<file path="src/rtl/selftest_pkg.sv">
package selftest_pkg;

  typedef enum logic [2:0] {
    ST_BOOT  = 3'd0,
    ST_ISSUE = 3'd1,
    ST_WAIT  = 3'd2,
    ST_PASS  = 3'd3,
    ST_FAIL  = 3'd4
  } seq_state_e;

  typedef enum logic [1:0] {
    RC_OK      = 2'd0,
    RC_CIPHER  = 2'd1,
    RC_TABLE   = 2'd2,
    RC_TIMEOUT = 2'd3
  } result_code_e;

endpackage

</file>
<file path="src/rtl/selftest_rst_sync.sv">
module selftest_rst_sync (
  input  logic clk,
  input  logic rst_n,
  output logic rst_sync_n
);
  logic [1:0] sync_q;

  always_ff @(posedge clk or negedge rst_n) begin
    if (!rst_n) sync_q <= 2'b00;
    else        sync_q <= {sync_q[0], 1'b1};
  end

  assign rst_sync_n = sync_q[1];
endmodule

</file>
<file path="src/rtl/selftest_vec_rom.sv">
module selftest_vec_rom #(
  parameter int unsigned WORD_W    = 16,
  parameter int unsigned N_CIPHER  = 4,
  parameter int unsigned IDX_W     = 3,
  parameter int unsigned ROT_AMT   = 3,
  parameter logic [WORD_W-1:0] KEY_SEED  = 16'hA5C3,
  parameter logic [WORD_W-1:0] KEY_STEP  = 16'h1357,
  parameter logic [WORD_W-1:0] DATA_SEED = 16'h0F1E,
  parameter logic [WORD_W-1:0] DATA_STEP = 16'h0101,
  parameter logic [WORD_W-1:0] TBL_MUL   = 16'd37,
  parameter logic [WORD_W-1:0] TBL_ADD   = 16'd11
) (
  input  logic [IDX_W-1:0]  idx_i,
  output logic              table_o,
  output logic [WORD_W-1:0] key_o,
  output logic [WORD_W-1:0] data_o,
  output logic [WORD_W-1:0] expect_o
);
  function automatic logic [WORD_W-1:0] rotl(input logic [WORD_W-1:0] x);
    return (x << ROT_AMT) | (x >> (WORD_W - ROT_AMT));
  endfunction

  logic [WORD_W-1:0] idx_w;
  logic [WORD_W-1:0] entry_w;

  assign idx_w   = WORD_W'(idx_i);
  assign entry_w = idx_w - WORD_W'(N_CIPHER);

  always_comb begin
    if (32'(idx_i) < 32'(N_CIPHER)) begin
      table_o  = 1'b0;
      key_o    = KEY_SEED ^ (idx_w * KEY_STEP);
      data_o   = DATA_SEED + (idx_w * DATA_STEP);
      expect_o = rotl(data_o ^ key_o) + key_o;
    end else begin
      table_o  = 1'b1;
      key_o    = '0;
      data_o   = entry_w;
      expect_o = (entry_w * TBL_MUL) + TBL_ADD;
    end
  end
endmodule

</file>
<file path="src/rtl/selftest_judge.sv">
module selftest_judge
  import selftest_pkg::*;
#(
  parameter int unsigned WORD_W = 16
) (
  input  logic              table_i,
  input  logic [WORD_W-1:0] answer_i,
  input  logic [WORD_W-1:0] expect_i,
  output logic              match_o,
  output result_code_e      miss_code_o
);
  assign match_o     = (answer_i == expect_i);
  assign miss_code_o = table_i ? RC_TABLE : RC_CIPHER;
endmodule

</file>
<file path="src/rtl/selftest_wait_timer.sv">
module selftest_wait_timer #(
  parameter int unsigned LIMIT = 6
) (
  input  logic clk,
  input  logic rst_n,
  input  logic run_i,
  output logic expired_o
);
  localparam int unsigned TW = $clog2(LIMIT + 1);

  logic [TW-1:0] cnt_q;
  logic [TW-1:0] cnt_d;
  logic          cnt_en;

  assign expired_o = run_i && (cnt_q == TW'(LIMIT - 1));
  assign cnt_en    = !run_i || !expired_o;

  always_comb begin
    if (!run_i) cnt_d = '0;
    else        cnt_d = cnt_q + 1'b1;
  end

  always_ff @(posedge clk or negedge rst_n) begin
    if (!rst_n)      cnt_q <= '0;
    else if (cnt_en) cnt_q <= cnt_d;
  end
endmodule

</file>
<file path="src/rtl/selftest_seq.sv">
module selftest_seq
  import selftest_pkg::*;
#(
  parameter int unsigned WORD_W      = 16,
  parameter int unsigned N_CIPHER    = 4,
  parameter int unsigned N_TABLE     = 4,
  parameter int unsigned TIMEOUT_CYC = 6,
  parameter int unsigned SIG_W       = 32,
  parameter logic [SIG_W-1:0] SIG_VALUE = 32'h5E1F7E57,
  localparam int unsigned N_VEC = N_CIPHER + N_TABLE,
  localparam int unsigned IDX_W = (N_VEC > 1) ? $clog2(N_VEC) : 1
) (
  input  logic              clk,
  input  logic              rst_n,
  output logic              eng_start,
  output logic              eng_mode,
  output logic [WORD_W-1:0] eng_key,
  output logic [WORD_W-1:0] eng_din,
  input  logic              eng_done,
  input  logic [WORD_W-1:0] eng_dout,
  output logic              st_ready,
  output logic              st_error,
  output logic [1:0]        st_code,
  output logic [IDX_W-1:0]  st_fail_idx,
  output logic [SIG_W-1:0]  st_signature
);
  localparam logic [IDX_W-1:0] LAST_IDX = IDX_W'(N_VEC - 1);

  logic              rst_int_n;
  seq_state_e        state_q, state_d;
  logic [IDX_W-1:0]  idx_q, idx_d;
  result_code_e      code_q, code_d;
  logic [IDX_W-1:0]  fidx_q, fidx_d;
  logic              state_en, idx_en, err_en;

  logic              vec_table;
  logic [WORD_W-1:0] vec_key, vec_data, vec_expect;
  logic              ans_match;
  result_code_e      miss_code;
  logic              wait_expired;

  selftest_rst_sync u_rst_sync (
    .clk        (clk),
    .rst_n      (rst_n),
    .rst_sync_n (rst_int_n)
  );

  selftest_vec_rom #(
    .WORD_W   (WORD_W),
    .N_CIPHER (N_CIPHER),
    .IDX_W    (IDX_W)
  ) u_rom (
    .idx_i    (idx_q),
    .table_o  (vec_table),
    .key_o    (vec_key),
    .data_o   (vec_data),
    .expect_o (vec_expect)
  );

  selftest_judge #(.WORD_W(WORD_W)) u_judge (
    .table_i     (vec_table),
    .answer_i    (eng_dout),
    .expect_i    (vec_expect),
    .match_o     (ans_match),
    .miss_code_o (miss_code)
  );

  selftest_wait_timer #(.LIMIT(TIMEOUT_CYC)) u_timer (
    .clk       (clk),
    .rst_n     (rst_int_n),
    .run_i     (state_q == ST_WAIT),
    .expired_o (wait_expired)
  );

  // next-state process
  always_comb begin
    state_d = state_q;
    idx_d   = idx_q;
    code_d  = code_q;
    fidx_d  = fidx_q;
    unique case (state_q)
      ST_BOOT:  state_d = ST_ISSUE;
      ST_ISSUE: state_d = ST_WAIT;
      ST_WAIT: begin
        if (eng_done) begin
          if (!ans_match) begin
            state_d = ST_FAIL;
            code_d  = miss_code;
            fidx_d  = idx_q;
          end else if (idx_q == LAST_IDX) begin
            state_d = ST_PASS;
          end else begin
            state_d = ST_ISSUE;
            idx_d   = idx_q + 1'b1;
          end
        end else if (wait_expired) begin
          state_d = ST_FAIL;
          code_d  = RC_TIMEOUT;
          fidx_d  = idx_q;
        end
      end
      ST_PASS:  state_d = ST_PASS;
      ST_FAIL:  state_d = ST_FAIL;
      default:  state_d = ST_FAIL;
    endcase
  end

  assign state_en = (state_d != state_q);
  assign idx_en   = (idx_d != idx_q);
  assign err_en   = (state_q == ST_WAIT) && (state_d == ST_FAIL);

  // register process
  always_ff @(posedge clk or negedge rst_int_n) begin
    if (!rst_int_n) begin
      state_q <= ST_BOOT;
      idx_q   <= '0;
      code_q  <= RC_OK;
      fidx_q  <= '0;
    end else begin
      if (state_en) state_q <= state_d;
      if (idx_en)   idx_q   <= idx_d;
      if (err_en) begin
        code_q <= code_d;
        fidx_q <= fidx_d;
      end
    end
  end

  assign eng_start    = (state_q == ST_ISSUE);
  assign eng_mode     = vec_table;
  assign eng_key      = vec_key;
  assign eng_din      = vec_data;
  assign st_ready     = (state_q == ST_PASS);
  assign st_error     = (state_q == ST_FAIL);
  assign st_code      = code_q;
  assign st_fail_idx  = fidx_q;
  assign st_signature = st_ready ? SIG_VALUE : '0;
endmodule

</file>
<file path="config.mk">
export PLATFORM = sky130hd
export DESIGN_NAME = selftest_seq
export DESIGN_NICKNAME = d
export VERILOG_FILES = /design/src/rtl/selftest_pkg.sv /design/src/rtl/selftest_rst_sync.sv /design/src/rtl/selftest_vec_rom.sv /design/src/rtl/selftest_judge.sv /design/src/rtl/selftest_wait_timer.sv /design/src/rtl/selftest_seq.sv
export SDC_FILE = /design/constraint.sdc
export NUM_CORES = 1
export LEC_CHECK = 0
export BUFFER_PORTS_ARGS = -buffer_cell sky130_fd_sc_hd__buf_2
export CELL_PAD_IN_SITES_DETAIL_PLACEMENT = 2
export CELL_PAD_IN_SITES_GLOBAL_PLACEMENT = 2
export CORE_MARGIN = 2
export CORE_UTILIZATION = 27
export CTS_CLUSTER_SIZE = 28
export DETAILED_ROUTE_END_ITERATION = 12
export HOLD_SLACK_MARGIN = 0.03
export PLACE_DENSITY_LB_ADDON = 0.05
export SYNTH_ARGS = -nofsm -noshare
export SYNTH_HDL_FRONTEND = slang
export SYNTH_SLANG_ARGS = --single-unit
</file>
<file path="constraint.sdc">
create_clock -name clk -period 3.1 [get_ports clk]
set_input_delay 0.31 -clock clk [delete_from_list [all_inputs] [get_ports clk]]
set_output_delay 0.31 -clock clk [all_outputs]
set_load 0.005 [all_outputs]
</file>
; ---- Word-level counts from Yosys, hierarchy flattened
; Index checks and enable logic that the tools add are counted.
[totals]
inputBits = 19
word_cells = 60
output_inout_bits = 73
register_bits = 16
[op_classes]
bitwise = 3
addsub = 6
eq_ne = 11
n_reduce_logical = 8
magnitude_cmp = 1
mux = 22
multipliers = 3
[op_table]
columns = cell, count
row1 = $mux 16, 3
row2 = $mux 3, 11
row3 = $mux 31, 1
row4 = $add 12x16->16 const A, 1
row5 = $add 16x16->16, 1
row6 = $add 16x4->16 const B, 1
row7 = $eq 16x16->1, 1
row8 = $mul 16x6->16 const B, 1
row9 = $mul 3x13->16 const B, 1
row10 = $or 16x3->16, 1
row11 = $xor 16x16->16, 1
row12 = $eq 3x3->1 const B, 4
row13 = $mul 3x9->12 const B, 1
row14 = $pmux 3 s4, 1
row15 = $mux 2, 5
row16 = $not 8->8, 1
row17 = $add 3x1->3 const B, 2
row18 = $eq 3x2->1 const B, 2
row19 = $ne 3x3->1, 2
row20 = $reduce_and 4->1, 1
row21 = $sub 3x3->4 const B, 1
row22 = $eq 3x1->1 const B, 1
row23 = $logic_not 3->1, 1
row24 = $lt 3x3->1 const B, 1
row25 = 6 further kinds, 8

; ---- Logic depth before layout (Yosys ltp)
; Gate-level depths: netlist (run 1).
[logic_depth]
ltp_word = 13
ltp_mapped = 26
mapped_depth_nobuf = 25

; ---- Modules after synthesis
; Synthesis (run 1) repeated with hierarchy kept, for this count alone.
[unflattened]
hier_cells = 405
hier_area_um2 = 3378.2
[by_module_without_submodules]
columns = module, seq_area_each_um2, area_each_um2, n_inst, cells_per_inst
row1 = selftest_vec_rom, 0.0, 2210.9, 1, 289
row2 = selftest_seq, 275.3, 760.7, 1, 74
row3 = selftest_judge, 0.0, 188.9, 1, 23
row4 = selftest_wait_timer, 75.1, 163.9, 1, 16
row5 = selftest_rst_sync, 50.0, 53.8, 1, 3

; ---- Worst setup path after synthesis (run 1)
; Ideal clock, no wire load.
[synth_path]
path_type = reg2reg
startpoint = register idx_q[2]
endpoint = register fidx_q[2], in the netlist st_fail_idx[2]
slack_ns = -2.977
path_buffers = 0
arrival_time_ns = 5.952
synth_period_minus_slack_ns = 6.077
path_stages_with_launch = 23
t_required_ns = 2.975
setup_ns = 0.125
cell_sequence = dfrtp_1 clkinv_1 fa_1 inv_1 ha_1 fa_1 a21o_1 a21oi_1 o21bai_1 a21oi_1 nor2b_1 ha_1 fa_1 o21ai_0 a31oi_1 o31ai_2 o21ai_2 o21ai_2 xnor2_1 xnor2_1 a311o_1 a211o_2 mux2_4
[synth_between]
elab_chain_len = 13
elab_cells_between_ends = 25
cone_classes = add/sub: 4 / mul: 3 / order compare: 1 / eq/ne: 4 / mux: 8 / bitwise: 3 / reduce/logical: 2
[synth_lines]
columns = item, line_no
row1 = from (decl), selftest_seq.sv:31  ; logic [IDX_W-1:0] idx_q, idx_d;
row2 = from (signal assigned), selftest_seq.sv:121  ; if (idx_en) idx_q <= idx_d;
row3 = $mul 3x9->12 or $mul 3x13->16 (tied branches), "selftest_vec_rom.sv:33, selftest_vec_rom.sv:32"
row4 = $add 12x16->16 or $not 8->8 (tied branches), --
row5 = $xor 16x16->16, selftest_vec_rom.sv:34  ; expect_o = rotl(data_o ^ key_o) + key_o;
row6 = $or 16x3->16, selftest_vec_rom.sv:20  ; return (x << ROT_AMT) | (x >> (WORD_W - ROT_AMT));
row7 = $add 16x16->16, selftest_vec_rom.sv:34
row8 = $mux 16, selftest_vec_rom.sv:30  ; if (32'(idx_i) < 32'(N_CIPHER)) begin
row9 = $eq 16x16->1, selftest_judge.sv:12  ; assign match_o = (answer_i == expect_i);
row10 = $mux 3, selftest_seq.sv:86  ; if (!ans_match) begin
row11 = $mux 3, selftest_seq.sv:85  ; if (eng_done) begin
row12 = $pmux 3 s4, selftest_seq.sv:81  ; unique case (state_q)
row13 = $eq 3x3->1, selftest_seq.sv:110  ; assign err_en = (state_q == ST_WAIT) && (state_d == ST_FAIL);
row14 = $logic_and 1x1->1, selftest_seq.sv:110
row15 = $reduce_and 4->1 (no source line), --
row16 = to (signal assigned), selftest_seq.sv:124  ; fidx_q <= fidx_d;
row17 = to (decl), selftest_seq.sv:33  ; logic [IDX_W-1:0] fidx_q, fidx_d;
; Several ways; a longest one is shown, not always the timed one. The select of a mux whose other input is x is not followed.
; A chain may end at the register's enable or synchronous reset.

; ---- Final worst setup path (run 1)
[layout_path]
startpoint = register idx_q[2]
endpoint = register code_q[1], in the netlist st_code[1]
[layout_between]
elab_chain_len = 13
elab_cells_between_ends = 25
cone_classes = add/sub: 4 / mul: 3 / order compare: 1 / eq/ne: 4 / mux: 8 / bitwise: 3 / reduce/logical: 2
[layout_lines]
columns = item, line_no
row1 = $mul 3x9->12 or $mul 3x13->16 (tied branches), "selftest_vec_rom.sv:33, selftest_vec_rom.sv:32"
row2 = $add 12x16->16 or $not 8->8 (tied branches), --
row3 = $xor 16x16->16, selftest_vec_rom.sv:34
row4 = $or 16x3->16, selftest_vec_rom.sv:20
row5 = $add 16x16->16, selftest_vec_rom.sv:34
row6 = $mux 16, selftest_vec_rom.sv:30
row7 = $eq 16x16->1, selftest_judge.sv:12
row8 = $mux 3, selftest_seq.sv:86
row9 = $mux 3, selftest_seq.sv:85
row10 = $pmux 3 s4, selftest_seq.sv:81
row11 = $eq 3x3->1, selftest_seq.sv:110
row12 = $logic_and 1x1->1, selftest_seq.sv:110
row13 = $reduce_and 4->1 (no source line), --
row14 = to (signal assigned), selftest_seq.sv:123  ; code_q <= code_d;
row15 = to (decl), selftest_seq.sv:32  ; result_code_e code_q, code_d;
; Several ways; a longest one is shown, not always the timed one. The select of a mux whose other input is x is not followed.

==> results of run 1 <==
==> worst max-delay path, delay by kind of cell, from the launching register on <==
family / cells / cell delay, ns
buffers and inverters: 3 / 0.28
flip-flops: 1 / 0.41
multiplexers: 1 / 0.31
AO/OA/AOI/OAI: 11 / 2.25
XOR/XNOR: 2 / 0.26
adder cells (fa/ha/maj): 5 / 1.80
AND/OR/NAND/NOR: 1 / 0.07
==> area by class of cell <==
class	instances	area [sq um]
Inverter	23	95.1
Multi-Input combinational cell	268	2320
Fill cell	1194	6050
Timing Repair Buffer	171	1140
Sequential cell	16	403
Tap cell	136	170
Clock buffer	4	55.1
==> how the worst max path moves through the flow <==
stage                                             to  cells past startpoint
after floorplan               st_code[0]$_DFFE_PN0P_                     24
after global placement    st_fail_idx[1]$_DFFE_PN0P_                     25
after detailed placement      st_code[1]$_DFFE_PN0P_                     24
after CTS                     st_code[1]$_DFFE_PN0P_                     24
after global routing      st_fail_idx[1]$_DFFE_PN0P_                     24
final                         st_code[1]$_DFFE_PN0P_                     23
==> power by group <==
group	leakage (nW)	switching, mW	total [mW]	internal [mW]
clock network	0.0288	0.0833	0.196	0.113
logic	1.82	0.0721	0.172	0.100
registers	0.199	0.0426	0.288	0.245
total	2.05	0.198	0.657	0.459
==> placed cells by master, fill, tap and decap left out, drive strengths merged, types with 2 or more instances in the layout <==
| cell type | count |
|---|---|
| mux2 | 6 |
| o31ai | 2 |
| nand2 | 20 |
| o21ai | 18 |
| a211oi | 2 |
| nor3b | 4 |
| fa | 6 |
| and3 | 3 |
| xor2 | 9 |
| dfrtp | 16 |
| inv | 21 |
| a21oi | 20 |
| conb | 17 |
| xnor2 | 32 |
| nor2b | 8 |
| a21o | 3 |
| and2 | 5 |
| a31oi | 2 |
| nand3 | 4 |
| nor2 | 31 |
| clkbuf | 4 |
| or3 | 3 |
| nand2b | 4 |
| buf | 170 |
| ha | 37 |
| nand4 | 4 |
| nor3 | 3 |
| o21bai | 4 |
| mux2i | 4 |
==> metal layers <==
metal  share of wire  wire length [um]
met2            0.54              5570
met3           0.022               222
met4          0.0087                90
met1            0.43              4410
met5               0                 0
==> Yosys cell counts (all sizes together), types with 2 or more instances <==
cell | instances | area, sq um
xor2 | 9 | 78.8
ha | 37 | 463
xnor2 | 32 | 288
fa | 6 | 120
nor3 | 3 | 15.0
nand3 | 4 | 20.0
nand2 | 20 | 75.1
o31ai | 2 | 20.0
inv | 22 | 82.6
nor3b | 4 | 30.0
nand4 | 4 | 25.0
or3 | 3 | 23.8
and3 | 3 | 18.8
a21oi | 20 | 104
o21ai | 18 | 97.6
o21bai | 4 | 30.0
conb | 2 | 7.51
nor2b | 8 | 50.1
buf | 46 | 342
dfrtp | 16 | 400
and2 | 5 | 31.3
clkbuf | 6 | 22.5
mux2i | 4 | 40.0
nand2b | 4 | 25.0
a21o | 3 | 22.5
mux2 | 6 | 86.3
a31oi | 2 | 27.5
a211oi | 2 | 15.0
nor2 | 31 | 116
==> cells by family (layout without fill, tap and decap cells) <==
| family | after synthesis | count (layout) |
|---|---|---|
| AO/OA/AOI/OAI | 64 | 64 |
| XOR/XNOR | 41 | 41 |
| adder cells (fa/ha/maj) | 43 | 43 |
| buffers and inverters | 75 | 198 |
| flip-flops | 16 | 16 |
| multiplexers | 10 | 10 |
| other | 2 | 17 |
| AND/OR/NAND/NOR | 93 | 93 |
==> metrics by stage <==
step | setup WS, ns | instances | hold slack [ns]
after global routing | -2.63 | 618 | 0.307
after CTS | -2.33 | 611 | 0.284
after global placement | -2.20 | 599 | 0.0959
after floorplan | -2.42 | 359 | 0.0144
final | -2.41 | 618 | 0.261
after detailed placement | -2.35 | 599 | 0.0993
==> registers in the layout, indices dropped and copies added (netlist names) <==
name / cells
st_code: 2
state_q: 3
st_fail_idx: 3
u_timer.cnt_q: 3
u_rst_sync.sync_q: 2
idx_q: 3
==> repair_timing <==
| action | CTS | global route |
|---|---|---|
| gates resized for setup | 20 | 29 |
| gates cloned | 0 | 0 |
| endpoints found under the hold margin | 2 | 0 |
| pin swaps | 22 | 15 |
| endpoints found under the setup margin | 18 | 20 |
| buffers inserted | 8 | 11 |
| hold buffers | 1 | 0 |
==> impl_metrics.prom, run 1 <==
# TYPE chip_impl_metric gauge
chip_impl_info{name="status",value="complete, but fails checks"} 1
chip_impl_info{name="failing_checks",value="setup timing"} 1
chip_impl_metric{name="worst_slack",unit="ns"} -2.41
chip_impl_metric{name="timing_worst_slew_pin_value",unit="ns"} 0.824
chip_impl_metric{name="port_buffers",unit=""} 75
chip_impl_metric{name="postSynthRegisterBits",unit=""} 16
chip_impl_metric{name="groute.layer.met3.usage",unit=""} 0.00981
chip_impl_metric{name="avgSynthCellArea",unit="sq um"} 8.22
chip_impl_metric{name="clkSlewWorstSetupHoldPaths",unit="ns"} 0.08
chip_impl_metric{name="syn-instance-count",unit=""} 344
chip_impl_metric{name="grt_max_degree",unit=""} 44
chip_impl_metric{name="grt_pass1_vias",unit=""} 3048
chip_impl_metric{name="gp_congestion",unit=""} 0.775
chip_impl_metric{name="dieArea",unit="sq um"} 11300
chip_impl_metric{name="grt_overflow_total",unit=""} 0
chip_impl_info{name="critical-path-slowest-cell",value="sky130_fd_sc_hd__fa_1"} 1
chip_impl_metric{name="placeableCoreArea",unit="sq um"} 10200
chip_impl_metric{name="wire_per_inst",unit="um"} 16.6
chip_impl_metric{name="max_freq",unit="MHz"} 181
chip_impl_metric{name="num-nets-final",unit=""} 545
chip_impl_info{name="cts_tree",value="built"} 1
chip_impl_metric{name="grt_util_met2",unit=""} 0.348
chip_impl_metric{name="timing.setup.tns",unit="ns"} -26.99
chip_impl_info{name="endpoint_kind",value="register"} 1
chip_impl_metric{name="power.ir.vdd_worst",unit="mV"} 0.142
chip_impl_info{name="timing.rr.start",value="idx_q[2]$_DFFE_PN0P_"} 1
chip_impl_metric{name="max-clock-path-buffers",unit=""} 2
chip_impl_metric{name="final_max_slew_viol_count",unit=""} 0
chip_impl_info{name="cp-startpoint",value="idx_q[2]$_DFFE_PN0P_"} 1
chip_impl_metric{name="synthesis.yosys.warnings",unit=""} 0
chip_impl_metric{name="synthMuxAreaShare",unit=""} 0.0447
chip_impl_metric{name="worstSkewPairLatency",unit="ns"} 0.27
chip_impl_metric{name="route.vias.total",unit=""} 2869
chip_impl_metric{name="synth_area",unit="sq um"} 2830
chip_impl_info{name="clockRootBuffer",value="sky130_fd_sc_hd__clkbuf_8"} 1
chip_impl_info{name="r2r_end",value="st_code[1]$_DFFE_PN0P_"} 1
chip_impl_metric{name="timing.final.setup_violations",unit=""} 18
chip_impl_metric{name="final_period_minus_worst_setup_slack",unit="ns"} 5.51
chip_impl_metric{name="synthDistinctLibCells",unit=""} 57
chip_impl_info{name="grt_setup_unrepaired",value="true"} 1
chip_impl_metric{name="grt_antenna_before_repair",unit=""} 0
chip_impl_metric{name="post_synth_fa_ha_maj_area_fraction",unit=""} 0.206
chip_impl_metric{name="slowest_delay",unit="ns"} 0.58
chip_impl_metric{name="power.total",unit="mW"} 0.657
chip_impl_metric{name="global_route_wire_length_before_repair",unit="um"} 15900
chip_impl_metric{name="timing.max_cap.violations",unit=""} 0
chip_impl_metric{name="cp.arrival",unit="ns"} 5.65
chip_impl_metric{name="layout-area-overhead-vs-synth",unit="%"} 48.0
chip_impl_metric{name="timing.slew.headroom",unit=""} 0.448
chip_impl_metric{name="final.setup_skew",unit="ns"} 0.0170
chip_impl_info{name="setup.worst_path.start_class",value="register"} 1
chip_impl_metric{name="crit_required",unit="ns"} 3.24
chip_impl_metric{name="synthSimpleGateAreaFrac",unit=""} 0.163
chip_impl_metric{name="fin_util",unit=""} 0.409
chip_impl_metric{name="h-tree-depth",unit=""} 1
chip_impl_metric{name="initial_core_util",unit=""} 0.276
chip_impl_metric{name="highest_fanout_seen_on_the_critical_path",unit=""} 6
chip_impl_metric{name="finalInstanceArea",unit="sq um"} 4180
chip_impl_metric{name="synth-edff-count",unit=""} 0
chip_impl_metric{name="wirelength",unit="um"} 10300
chip_impl_metric{name="p_leak",unit="nW"} 2.05
chip_impl_metric{name="reg2reg_slack",unit="ns"} -2.41
chip_impl_metric{name="cellPowerDensity",unit="nW/um^2"} 157
chip_impl_metric{name="numClockSinks",unit=""} 16
chip_impl_metric{name="drt_iter0_drc",unit=""} 60
chip_impl_metric{name="place_hpwl",unit="um"} 8220
chip_impl_metric{name="route.detailed.vias_per_inst",unit=""} 4.64
chip_impl_info{name="setup.worst_path.class",value="register to register"} 1
chip_impl_metric{name="area_fraction_in_compound_gates_after_synthesis",unit=""} 0.153
chip_impl_metric{name="antenna_left",unit=""} 0
chip_impl_info{name="top_usage_layer",value="met2"} 1
chip_impl_metric{name="grt_use_met1",unit=""} 0.218
chip_impl_metric{name="dr.pass1.iters",unit=""} 3
chip_impl_info{name="tightest_hold_check_type",value="register to asynchronous set/reset pin"} 1
chip_impl_metric{name="post_synth_xor_area_fraction",unit=""} 0.130
chip_impl_metric{name="grt_util_all_layers",unit=""} 0.178
chip_impl_metric{name="placement.cell_area",unit="sq um"} 3730
chip_impl_info{name="ys_dominant_reg_cell",value="sky130_fd_sc_hd__dfrtp_1"} 1
chip_impl_info{name="crit_path_cell_trace",value="clkinv_4 > fa_1 > inv_2 > ha_4 > fa_2 > a21o_1 > a21oi_2 > o21bai_1 > a21oi_1 > nor2b_1 > ha_1 > buf_4 > fa_2 > o21ai_4 > a31oi_4 > o31ai_2 > o21ai_2 > o21ai_2 > xnor2_2 > xnor2_1 > a311o_1 > a211o_4 > mux2_4"} 1
chip_impl_metric{name="n_antenna_cell",unit=""} 0
chip_impl_info{name="synth_top_family_by_area",value="adder cells"} 1
chip_impl_metric{name="dieHeight",unit="um"} 106
chip_impl_metric{name="drcViolationCount",unit=""} 0
chip_impl_metric{name="chipWidth",unit="um"} 106
chip_impl_metric{name="drive_gt1_frac",unit=""} 0.475
chip_impl_metric{name="fp-row-count",unit=""} 37
chip_impl_metric{name="pin_count",unit=""} 92
chip_impl_metric{name="ff2ff_path_depth",unit=""} 23
chip_impl_metric{name="seq_total_area_yosys",unit=""} 0.142
chip_impl_metric{name="total_clock_buffers_created_by_cts",unit=""} 3
chip_impl_metric{name="synth-async-reset-ratio",unit=""} 1.00
chip_impl_metric{name="hold_viol",unit=""} 0
chip_impl_metric{name="finalCritPeriodShare",unit=""} 1.78
Power figures use the tool's default switching activity.
==> inputs of run 2 (changes only) <==
CORE_UTILIZATION = 30   (was 27)
SYNTH_HIERARCHICAL = 1   (was unset)
clock period = 6.9 ns   (was 3.1 ns; I/O delays follow)
==> run 2 against run 1 <==
  * The flow now finishes without violations
  * Total power shrank 58%
  * Sequential share of layout area is 1.1 points higher
  * Cell area down 11%
  * Largest cell class unchanged
  * Largest power group is now clock
==> impl_metrics.prom, run 2 <==
# TYPE chip_impl_metric gauge
chip_impl_metric{name="placeableCoreArea",unit="sq um"} 10900
chip_impl_metric{name="grt_util_all_layers",unit=""} 0.177
chip_impl_metric{name="layout-area-overhead-vs-synth",unit="%"} 10.8
chip_impl_metric{name="total_clock_buffers_created_by_cts",unit=""} 3
chip_impl_metric{name="route.vias.total",unit=""} 2890
chip_impl_metric{name="cellPowerDensity",unit="nW/um^2"} 73.0
chip_impl_metric{name="h-tree-depth",unit=""} 1
chip_impl_info{name="cts_tree",value="built"} 1
chip_impl_info{name="timing.rr.start",value="idx_q[0]$_DFFE_PN0P_"} 1
chip_impl_info{name="r2r_end",value="idx_q[1]$_DFFE_PN0P_"} 1
chip_impl_metric{name="worstSkewPairLatency",unit="ns"} 0.24
chip_impl_metric{name="pin_count",unit=""} 92
chip_impl_metric{name="antenna_left",unit=""} 0
chip_impl_metric{name="total_switching_power",unit="mW"} 0.0620
chip_impl_metric{name="final_period_minus_worst_setup_slack",unit="ns"} 6.39
chip_impl_metric{name="wirelength",unit="um"} 10700
chip_impl_metric{name="postSynthRegisterBits",unit=""} 16
chip_impl_metric{name="grt_max_degree",unit=""} 47
chip_impl_metric{name="highest_fanout_seen_on_the_critical_path",unit=""} 6
chip_impl_metric{name="hold_viol",unit=""} 0
chip_impl_metric{name="numClockSinks",unit=""} 16
chip_impl_info{name="clockRootBuffer",value="sky130_fd_sc_hd__clkbuf_16"} 1
chip_impl_metric{name="timing.slew.headroom",unit=""} 0.359
chip_impl_metric{name="synth_area",unit="sq um"} 3380
chip_impl_metric{name="gp_congestion",unit=""} 0.798
chip_impl_metric{name="place_inst",unit=""} 585
chip_impl_metric{name="place_hpwl",unit="um"} 8790
chip_impl_metric{name="avgSynthCellArea",unit="sq um"} 8.34
chip_impl_metric{name="clkSlewWorstSetupHoldPaths",unit="ns"} 0.05
chip_impl_metric{name="dieHeight",unit="um"} 110
chip_impl_metric{name="initial_core_util",unit=""} 0.309
chip_impl_metric{name="dr.pass1.iters",unit=""} 4
chip_impl_info{name="largest_cells_by_area_after_synthesis",value="sky130_fd_sc_hd__ha_1, sky130_fd_sc_hd__dfrtp_1, sky130_fd_sc_hd__buf_4"} 1
chip_impl_metric{name="max_freq",unit="MHz"} 156
chip_impl_metric{name="num-nets-final",unit=""} 519
chip_impl_info{name="endpoint_kind",value="register"} 1
chip_impl_metric{name="synthDistinctLibCells",unit=""} 72
chip_impl_metric{name="power.ir.vdd_worst",unit="mV"} 0.238
chip_impl_info{name="grt_setup_unrepaired",value="false"} 1
chip_impl_metric{name="timing.final.setup_violations",unit=""} 0
chip_impl_metric{name="timing.max_cap.violations",unit=""} 0
chip_impl_info{name="yosys.cell_count.top_type",value="sky130_fd_sc_hd__buf_4"} 1
chip_impl_metric{name="p_leak",unit="nW"} 1.82
chip_impl_metric{name="drive_gt1_frac",unit=""} 0.261
chip_impl_metric{name="seq_total_area_yosys",unit=""} 0.119
chip_impl_metric{name="power.internal",unit="mW"} 0.211
chip_impl_metric{name="drcViolationCount",unit=""} 0
chip_impl_metric{name="fp-row-count",unit=""} 38
chip_impl_metric{name="drt_iter0_drc",unit=""} 52
chip_impl_metric{name="cp.arrival",unit="ns"} 6.52
chip_impl_metric{name="nFillCells",unit=""} 1300
chip_impl_info{name="setup.worst_path.class",value="register to register"} 1
chip_impl_metric{name="dieArea",unit="sq um"} 12100
chip_impl_metric{name="grt_overflow_total",unit=""} 0
chip_impl_info{name="layout_common_cells",value="sky130_fd_sc_hd__buf_2, sky130_fd_sc_hd__ha_1, sky130_fd_sc_hd__xnor2_1"} 1
chip_impl_metric{name="timing.setup.tns",unit="ns"} 0
chip_impl_metric{name="finalCritPeriodShare",unit=""} 0.927
chip_impl_info{name="synth.largest_area_cell",value="sky130_fd_sc_hd__ha_1"} 1
chip_impl_metric{name="timing_worst_slew_pin_value",unit="ns"} 0.958
chip_impl_metric{name="global_route_wire_length_before_repair",unit="um"} 16400
chip_impl_metric{name="n_antenna_cell",unit=""} 0
chip_impl_metric{name="syn-instance-count",unit=""} 405
chip_impl_metric{name="share_seq_of_total_power",unit=""} 0.413
chip_impl_metric{name="wire_per_inst",unit="um"} 18.1
chip_impl_metric{name="crit_required",unit="ns"} 7.03
chip_impl_metric{name="final.setup_skew",unit="ns"} 0.00468
chip_impl_metric{name="cts_setup_buffers",unit=""} 0
chip_impl_info{name="tightest_hold_check_type",value="input port to asynchronous set/reset pin"} 1
chip_impl_info{name="ys_dominant_reg_cell",value="sky130_fd_sc_hd__dfrtp_1"} 1
chip_impl_metric{name="synth-edff-count",unit=""} 0
chip_impl_metric{name="power_switching_share",unit=""} 0.227
chip_impl_metric{name="count_of_non_filler_cells_in_the_finished_layout",unit=""} 589
chip_impl_metric{name="max-clock-path-buffers",unit=""} 2
chip_impl_metric{name="power_frac_comb",unit=""} 0.137
chip_impl_metric{name="chipWidth",unit="um"} 110
chip_impl_metric{name="postCtsResizedCells",unit=""} 0
chip_impl_metric{name="number_of_buffers_inserted_for_hold_repair_after_clock_tree_synthesis",unit=""} 0
chip_impl_metric{name="final_max_slew_viol_count",unit=""} 0
chip_impl_metric{name="reg2reg_slack",unit="ns"} 0.51
chip_impl_metric{name="grt_pass1_vias",unit=""} 3079
chip_impl_metric{name="power.share.clock",unit=""} 0.450
chip_impl_metric{name="synthesis.yosys.warnings",unit=""} 6
chip_impl_metric{name="route.detailed.vias_per_inst",unit=""} 4.91
chip_impl_info{name="synthTopCellsByCount",value="sky130_fd_sc_hd__buf_4, sky130_fd_sc_hd__ha_1, sky130_fd_sc_hd__xnor2_1"} 1
chip_impl_metric{name="synth-async-reset-ratio",unit=""} 1.00
chip_impl_metric{name="port_buffers",unit=""} 75
chip_impl_info{name="setup.worst_path.start_class",value="register"} 1
chip_impl_metric{name="synth_top_area_frac",unit=""} 0.163
chip_impl_metric{name="ff2ff_path_depth",unit=""} 26
chip_impl_metric{name="grt_antenna_before_repair",unit=""} 0
chip_impl_info{name="final_common_cell",value="sky130_fd_sc_hd__buf_2"} 1
chip_impl_info{name="status",value="finished, final reports clean"} 1
[run 2: cell count changes in the layout (fill, tap and decap cells not counted), sizes merged, moves of 3 or more]
| cell | delta |
|---|---|
| a21o | +6 |
| and2 | +4 |
| o21ai | -7 |
| ha | +7 |
| nor3 | +5 |
| a31oi | +3 |
| mux2 | +4 |
| inv | +5 |
| xnor2 | +5 |
| buf | -87 |
| or2 | +3 |
| nand4 | +4 |
| o21a | +4 |
| nand2 | -3 |
[run 2: cells by family (layout without fill, tap and decap cells)]
family          Yosys count  after routing  synth area share
fa+ha+maj                51             51             0.201
flops                    16             16             0.119
other cells               3             17           0.00333
mux                      15             15            0.0481
xor+xnor                 47             47             0.134
compound gates           77             77             0.164
simple gates            112            112             0.182
buf+inv                  84            114             0.149
[run 2: per-stage QoR]
step | util | area, sq um | power (mW) | worst slack, ns | hold slack (ns)
floorplan | - | 3430 | 0.141 | 0.00485 | 0.174
global placement | 0.333 | 3640 | 0.151 | 0.289 | 0.272
detailed placement | 0.333 | 3640 | 0.152 | 0.122 | 0.267
CTS | 0.341 | 3730 | 0.278 | 0.111 | 0.220
global route | 0.342 | 3740 | 0.290 | 0.0938 | 0.217
finish | 0.342 | 3740 | 0.273 | 0.506 | 0.222
[run 2: layout make-up]
| class | instances | area [sq um] | share of cell area |
|---|---|---|---|
| Multi-Input combinational cell | 319 | 2540 | 0.678 |
| Timing Repair Buffer | 83 | 435 | 0.116 |
| Sequential cell | 16 | 400 | 0.107 |
| Tap cell | 140 | 175 | 0.0468 |
| Inverter | 27 | 104 | 0.0277 |
| Clock buffer | 4 | 88.8 | 0.0237 |
[run 2: worst max path at each step]
stage	start	to	slack, ns	depth (start not counted)
after CTS	idx_q[0]$_DFFE_PN0P_	idx_q[1]$_DFFE_PN0P_	0.11	26
final	idx_q[0]$_DFFE_PN0P_	idx_q[1]$_DFFE_PN0P_	0.51	26
after detailed placement	idx_q[0]$_DFFE_PN0P_	idx_q[1]$_DFFE_PN0P_	0.12	26
after floorplan	idx_q[2]$_DFFE_PN0P_	idx_q[1]$_DFFE_PN0P_	0.005	29
after global placement	idx_q[0]$_DFFE_PN0P_	idx_q[1]$_DFFE_PN0P_	0.29	26
after global routing	idx_q[0]$_DFFE_PN0P_	idx_q[1]$_DFFE_PN0P_	0.09	26
[run 2: power groups by stage]
stage                     registers, mW  logic, mW  clock network, mW
after floorplan                   0.113     0.0283                  0
after global placement            0.114     0.0369                  0
after detailed placement          0.115     0.0376                  0
after CTS                         0.113     0.0378              0.127
after global routing              0.114     0.0424              0.134
final                             0.113     0.0375              0.123
[run 2: critical path, cell delays in order, from the launching register on]
cell,delay (ns)
sky130_fd_sc_hd__dfrtp_1,0.37
sky130_fd_sc_hd__inv_1,0.08
sky130_fd_sc_hd__fa_1,0.57
sky130_fd_sc_hd__inv_1,0.05
sky130_fd_sc_hd__ha_1,0.19
sky130_fd_sc_hd__fa_1,0.44
sky130_fd_sc_hd__a21oi_2,0.21
sky130_fd_sc_hd__o22ai_1,0.14
sky130_fd_sc_hd__o21a_1,0.22
sky130_fd_sc_hd__nor2_1,0.16
sky130_fd_sc_hd__nor2b_1,0.07
sky130_fd_sc_hd__ha_1,0.27
sky130_fd_sc_hd__inv_1,0.05
sky130_fd_sc_hd__ha_1,0.30
sky130_fd_sc_hd__a21o_1,0.19
sky130_fd_sc_hd__maj3_1,0.39
sky130_fd_sc_hd__a221oi_2,0.26
sky130_fd_sc_hd__o221ai_2,0.14
sky130_fd_sc_hd__and4_1,0.28
sky130_fd_sc_hd__or4_1,0.48
sky130_fd_sc_hd__a21oi_1,0.19
sky130_fd_sc_hd__xnor2_1,0.14
sky130_fd_sc_hd__nand4_1,0.15
sky130_fd_sc_hd__nor4_4,0.24
sky130_fd_sc_hd__and2_4,0.25
sky130_fd_sc_hd__nand3_1,0.13
sky130_fd_sc_hd__mux2_2,0.30
[run 2: metal layers]
metal,global-route usage,vias to the layer above,share of wire
met5,0,-,0
met4,0.0446,0,0.016
met1,0.229,1414,0.45
met3,0.00647,10,0.024
met2,0.323,50,0.51
li1,-,1416,-
==> inputs of run 3 (changes only) <==
CORE_MARGIN = unset   (was 2)
==> run 3 against run 2 <==
  * Fmax decreased by 0.70%
  * First-iteration DRC count is 19% higher
  * Clock skew decreased by 0.0023 ns
  * Worst setup slack lost 0.045 ns
  * Critical path depth unchanged
  * Critical path type unchanged
  * Register-to-register slack lost 0.05 ns
  * Total power is 15% lower
  * Clock power down 32%
  * Critical endpoint unchanged
  * Sequential cell count unchanged
  * Combinational power decreased by 2%
==> impl_metrics.prom, run 3 (synthesis gave the netlist of run 2 again) <==
# TYPE chip_impl_metric gauge
chip_impl_metric{name="route.vias.total",unit=""} 2884
chip_impl_metric{name="grt_max_degree",unit=""} 47
chip_impl_metric{name="slowest_delay",unit="ns"} 0.57
chip_impl_metric{name="antenna_left",unit=""} 0
chip_impl_metric{name="worstSkewPairLatency",unit="ns"} 0.25
chip_impl_metric{name="gp_congestion",unit=""} 0.788
chip_impl_metric{name="drt_iter0_drc",unit=""} 62
chip_impl_metric{name="final_max_slew_viol_count",unit=""} 0
chip_impl_metric{name="timing_worst_slew_pin_value",unit="ns"} 1.02
chip_impl_info{name="cts_tree",value="built"} 1
chip_impl_metric{name="cellPowerDensity",unit="nW/um^2"} 62.6
chip_impl_metric{name="grt_antenna_before_repair",unit=""} 0
chip_impl_info{name="timing.rr.start",value="idx_q[0]$_DFFE_PN0P_"} 1
chip_impl_info{name="final_common_cell",value="sky130_fd_sc_hd__buf_2"} 1
chip_impl_info{name="tightest_hold_check_type",value="input port to asynchronous set/reset pin"} 1
chip_impl_metric{name="power.ir.vdd_worst",unit="mV"} 0.0916
chip_impl_metric{name="fin_hold_ws",unit="ns"} 0.207
chip_impl_metric{name="drive_gt1_frac",unit=""} 0.262
chip_impl_info{name="crit_family",value="adder cells"} 1
chip_impl_metric{name="place_inst",unit=""} 586
chip_impl_metric{name="wire_per_inst",unit="um"} 17.8
chip_impl_metric{name="cp.arrival",unit="ns"} 6.58
chip_impl_metric{name="dieHeight",unit="um"} 108
chip_impl_info{name="grt_setup_unrepaired",value="false"} 1
chip_impl_metric{name="timing.setup.tns",unit="ns"} 0
chip_impl_info{name="layout_common_cells",value="sky130_fd_sc_hd__buf_2, sky130_fd_sc_hd__ha_1, sky130_fd_sc_hd__xnor2_1"} 1
chip_impl_metric{name="numClockSinks",unit=""} 16
chip_impl_metric{name="final_period_minus_worst_setup_slack",unit="ns"} 6.44
chip_impl_metric{name="reg2reg_slack",unit="ns"} 0.46
chip_impl_metric{name="num-nets-final",unit=""} 520
chip_impl_metric{name="timing.max_cap.violations",unit=""} 0
chip_impl_metric{name="timing.slew.headroom",unit=""} 0.314
chip_impl_metric{name="hold_viol",unit=""} 0
chip_impl_metric{name="drcViolationCount",unit=""} 0
chip_impl_info{name="endpoint_kind",value="register"} 1
chip_impl_metric{name="timing.final.setup_violations",unit=""} 0
chip_impl_metric{name="highest_fanout_seen_on_the_critical_path",unit=""} 6
chip_impl_metric{name="dr.pass1.iters",unit=""} 4
chip_impl_metric{name="grt_util_all_layers",unit=""} 0.184
chip_impl_info{name="setup.worst_path.start_class",value="register"} 1
chip_impl_metric{name="finalCritPeriodShare",unit=""} 0.933
chip_impl_metric{name="p_leak",unit="nW"} 1.81
chip_impl_metric{name="port_buffers",unit=""} 75
chip_impl_info{name="clockRootBuffer",value="sky130_fd_sc_hd__clkbuf_8"} 1
chip_impl_metric{name="grt_pass1_vias",unit=""} 2992
chip_impl_metric{name="fin_util",unit=""} 0.341
chip_impl_metric{name="clkSlewWorstSetupHoldPaths",unit="ns"} 0.06
chip_impl_metric{name="place_hpwl",unit="um"} 8670
chip_impl_metric{name="grt_overflow_total",unit=""} 0
chip_impl_info{name="critical-path-slowest-cell",value="sky130_fd_sc_hd__fa_1"} 1
chip_impl_info{name="setup.worst_path.class",value="register to register"} 1
chip_impl_metric{name="route.detailed.vias_per_inst",unit=""} 4.89
chip_impl_metric{name="max_freq",unit="MHz"} 155
chip_impl_metric{name="cts_setup_buffers",unit=""} 0
chip_impl_metric{name="max-clock-path-buffers",unit=""} 2
chip_impl_metric{name="h-tree-depth",unit=""} 1
chip_impl_metric{name="initial_core_util",unit=""} 0.310
chip_impl_metric{name="final.setup_skew",unit="ns"} 0.00242
chip_impl_metric{name="ff2ff_path_depth",unit=""} 26
chip_impl_info{name="r2r_end",value="idx_q[1]$_DFFE_PN0P_"} 1
chip_impl_metric{name="count_of_non_filler_cells_in_the_finished_layout",unit=""} 590
chip_impl_metric{name="chipWidth",unit="um"} 108
chip_impl_metric{name="n_antenna_cell",unit=""} 0
chip_impl_metric{name="pin_count",unit=""} 92
chip_impl_info{name="status",value="finished, final reports clean"} 1
chip_impl_metric{name="crit_buf_inv",unit=""} 3
chip_impl_metric{name="global_route_wire_length_before_repair",unit="um"} 16300
chip_impl_metric{name="wirelength",unit="um"} 10500
chip_impl_metric{name="dieArea",unit="sq um"} 11700
chip_impl_metric{name="crit_required",unit="ns"} 7.04
chip_impl_metric{name="layout-area-overhead-vs-synth",unit="%"} 10.0
chip_impl_metric{name="total_clock_buffers_created_by_cts",unit=""} 3
chip_impl_metric{name="fp-row-count",unit=""} 38
chip_impl_metric{name="placeableCoreArea",unit="sq um"} 10900
==> run 3: cell count changes in the layout (fill, tap and decap cells not counted), sizes merged <==
cell,change
buf,+1
==> run 3: how the worst max path moves through the flow <==
| stage | end | start | cells past startpoint | slack [ns] |
|---|---|---|---|---|
| finish | idx_q[1]$_DFFE_PN0P_ | idx_q[0]$_DFFE_PN0P_ | 26 | 0.46 |
| detailed placement | idx_q[1]$_DFFE_PN0P_ | idx_q[0]$_DFFE_PN0P_ | 26 | 0.12 |
| global placement | idx_q[1]$_DFFE_PN0P_ | idx_q[0]$_DFFE_PN0P_ | 26 | 0.31 |
| global route | idx_q[1]$_DFFE_PN0P_ | idx_q[0]$_DFFE_PN0P_ | 26 | 0.07 |
| floorplan | idx_q[1]$_DFFE_PN0P_ | idx_q[2]$_DFFE_PN0P_ | 29 | 0.005 |
| CTS | idx_q[1]$_DFFE_PN0P_ | idx_q[0]$_DFFE_PN0P_ | 26 | 0.08 |
==> run 3: layout make-up <==
cell class / instances / area, sq um
Sequential cell: 16 / 400
Timing Repair Buffer: 84 / 443
Clock buffer: 4 / 55.1
Tap cell: 140 / 175
Inverter: 27 / 104
Multi-Input combinational cell: 319 / 2540
Fill cell: 1307 / 7170
==> run 3: metal layers <==
metal	up-vias	global-route usage	routed length (um)
li1	1414	-	-
met1	1422	0.234	4710
met2	43	0.345	5460
met3	5	0.00482	248
met4	0	0.0323	68
met5	-	0	0
==> run 3: repair_timing <==
action / CTS / global route
hold buffers: 0 / 0
resized for setup: 0 / 4
endpoints found under the hold margin: 0 / 0
setup endpoints to repair: 0 / 9
==> run 3: power by group <==
part	internal, mW	leakage (nW)	switching (mW)
logic	0.0210	1.58	0.0158
clock network	0.0507	0.0288	0.0326
registers	0.102	0.209	0.0108
total	0.174	1.81	0.0592
==> run 3: per-stage QoR <==
stage	power, mW	cell area [sq um]	worst slack, ns
2_1_floorplan	0.141	3430	0.00485
3_3_place_gp	0.151	3650	0.313
3_5_place_dp	0.152	3650	0.120
4_1_cts	0.237	3710	0.0816
5_1_grt	0.248	3720	0.0665
6_report	0.233	3720	0.461
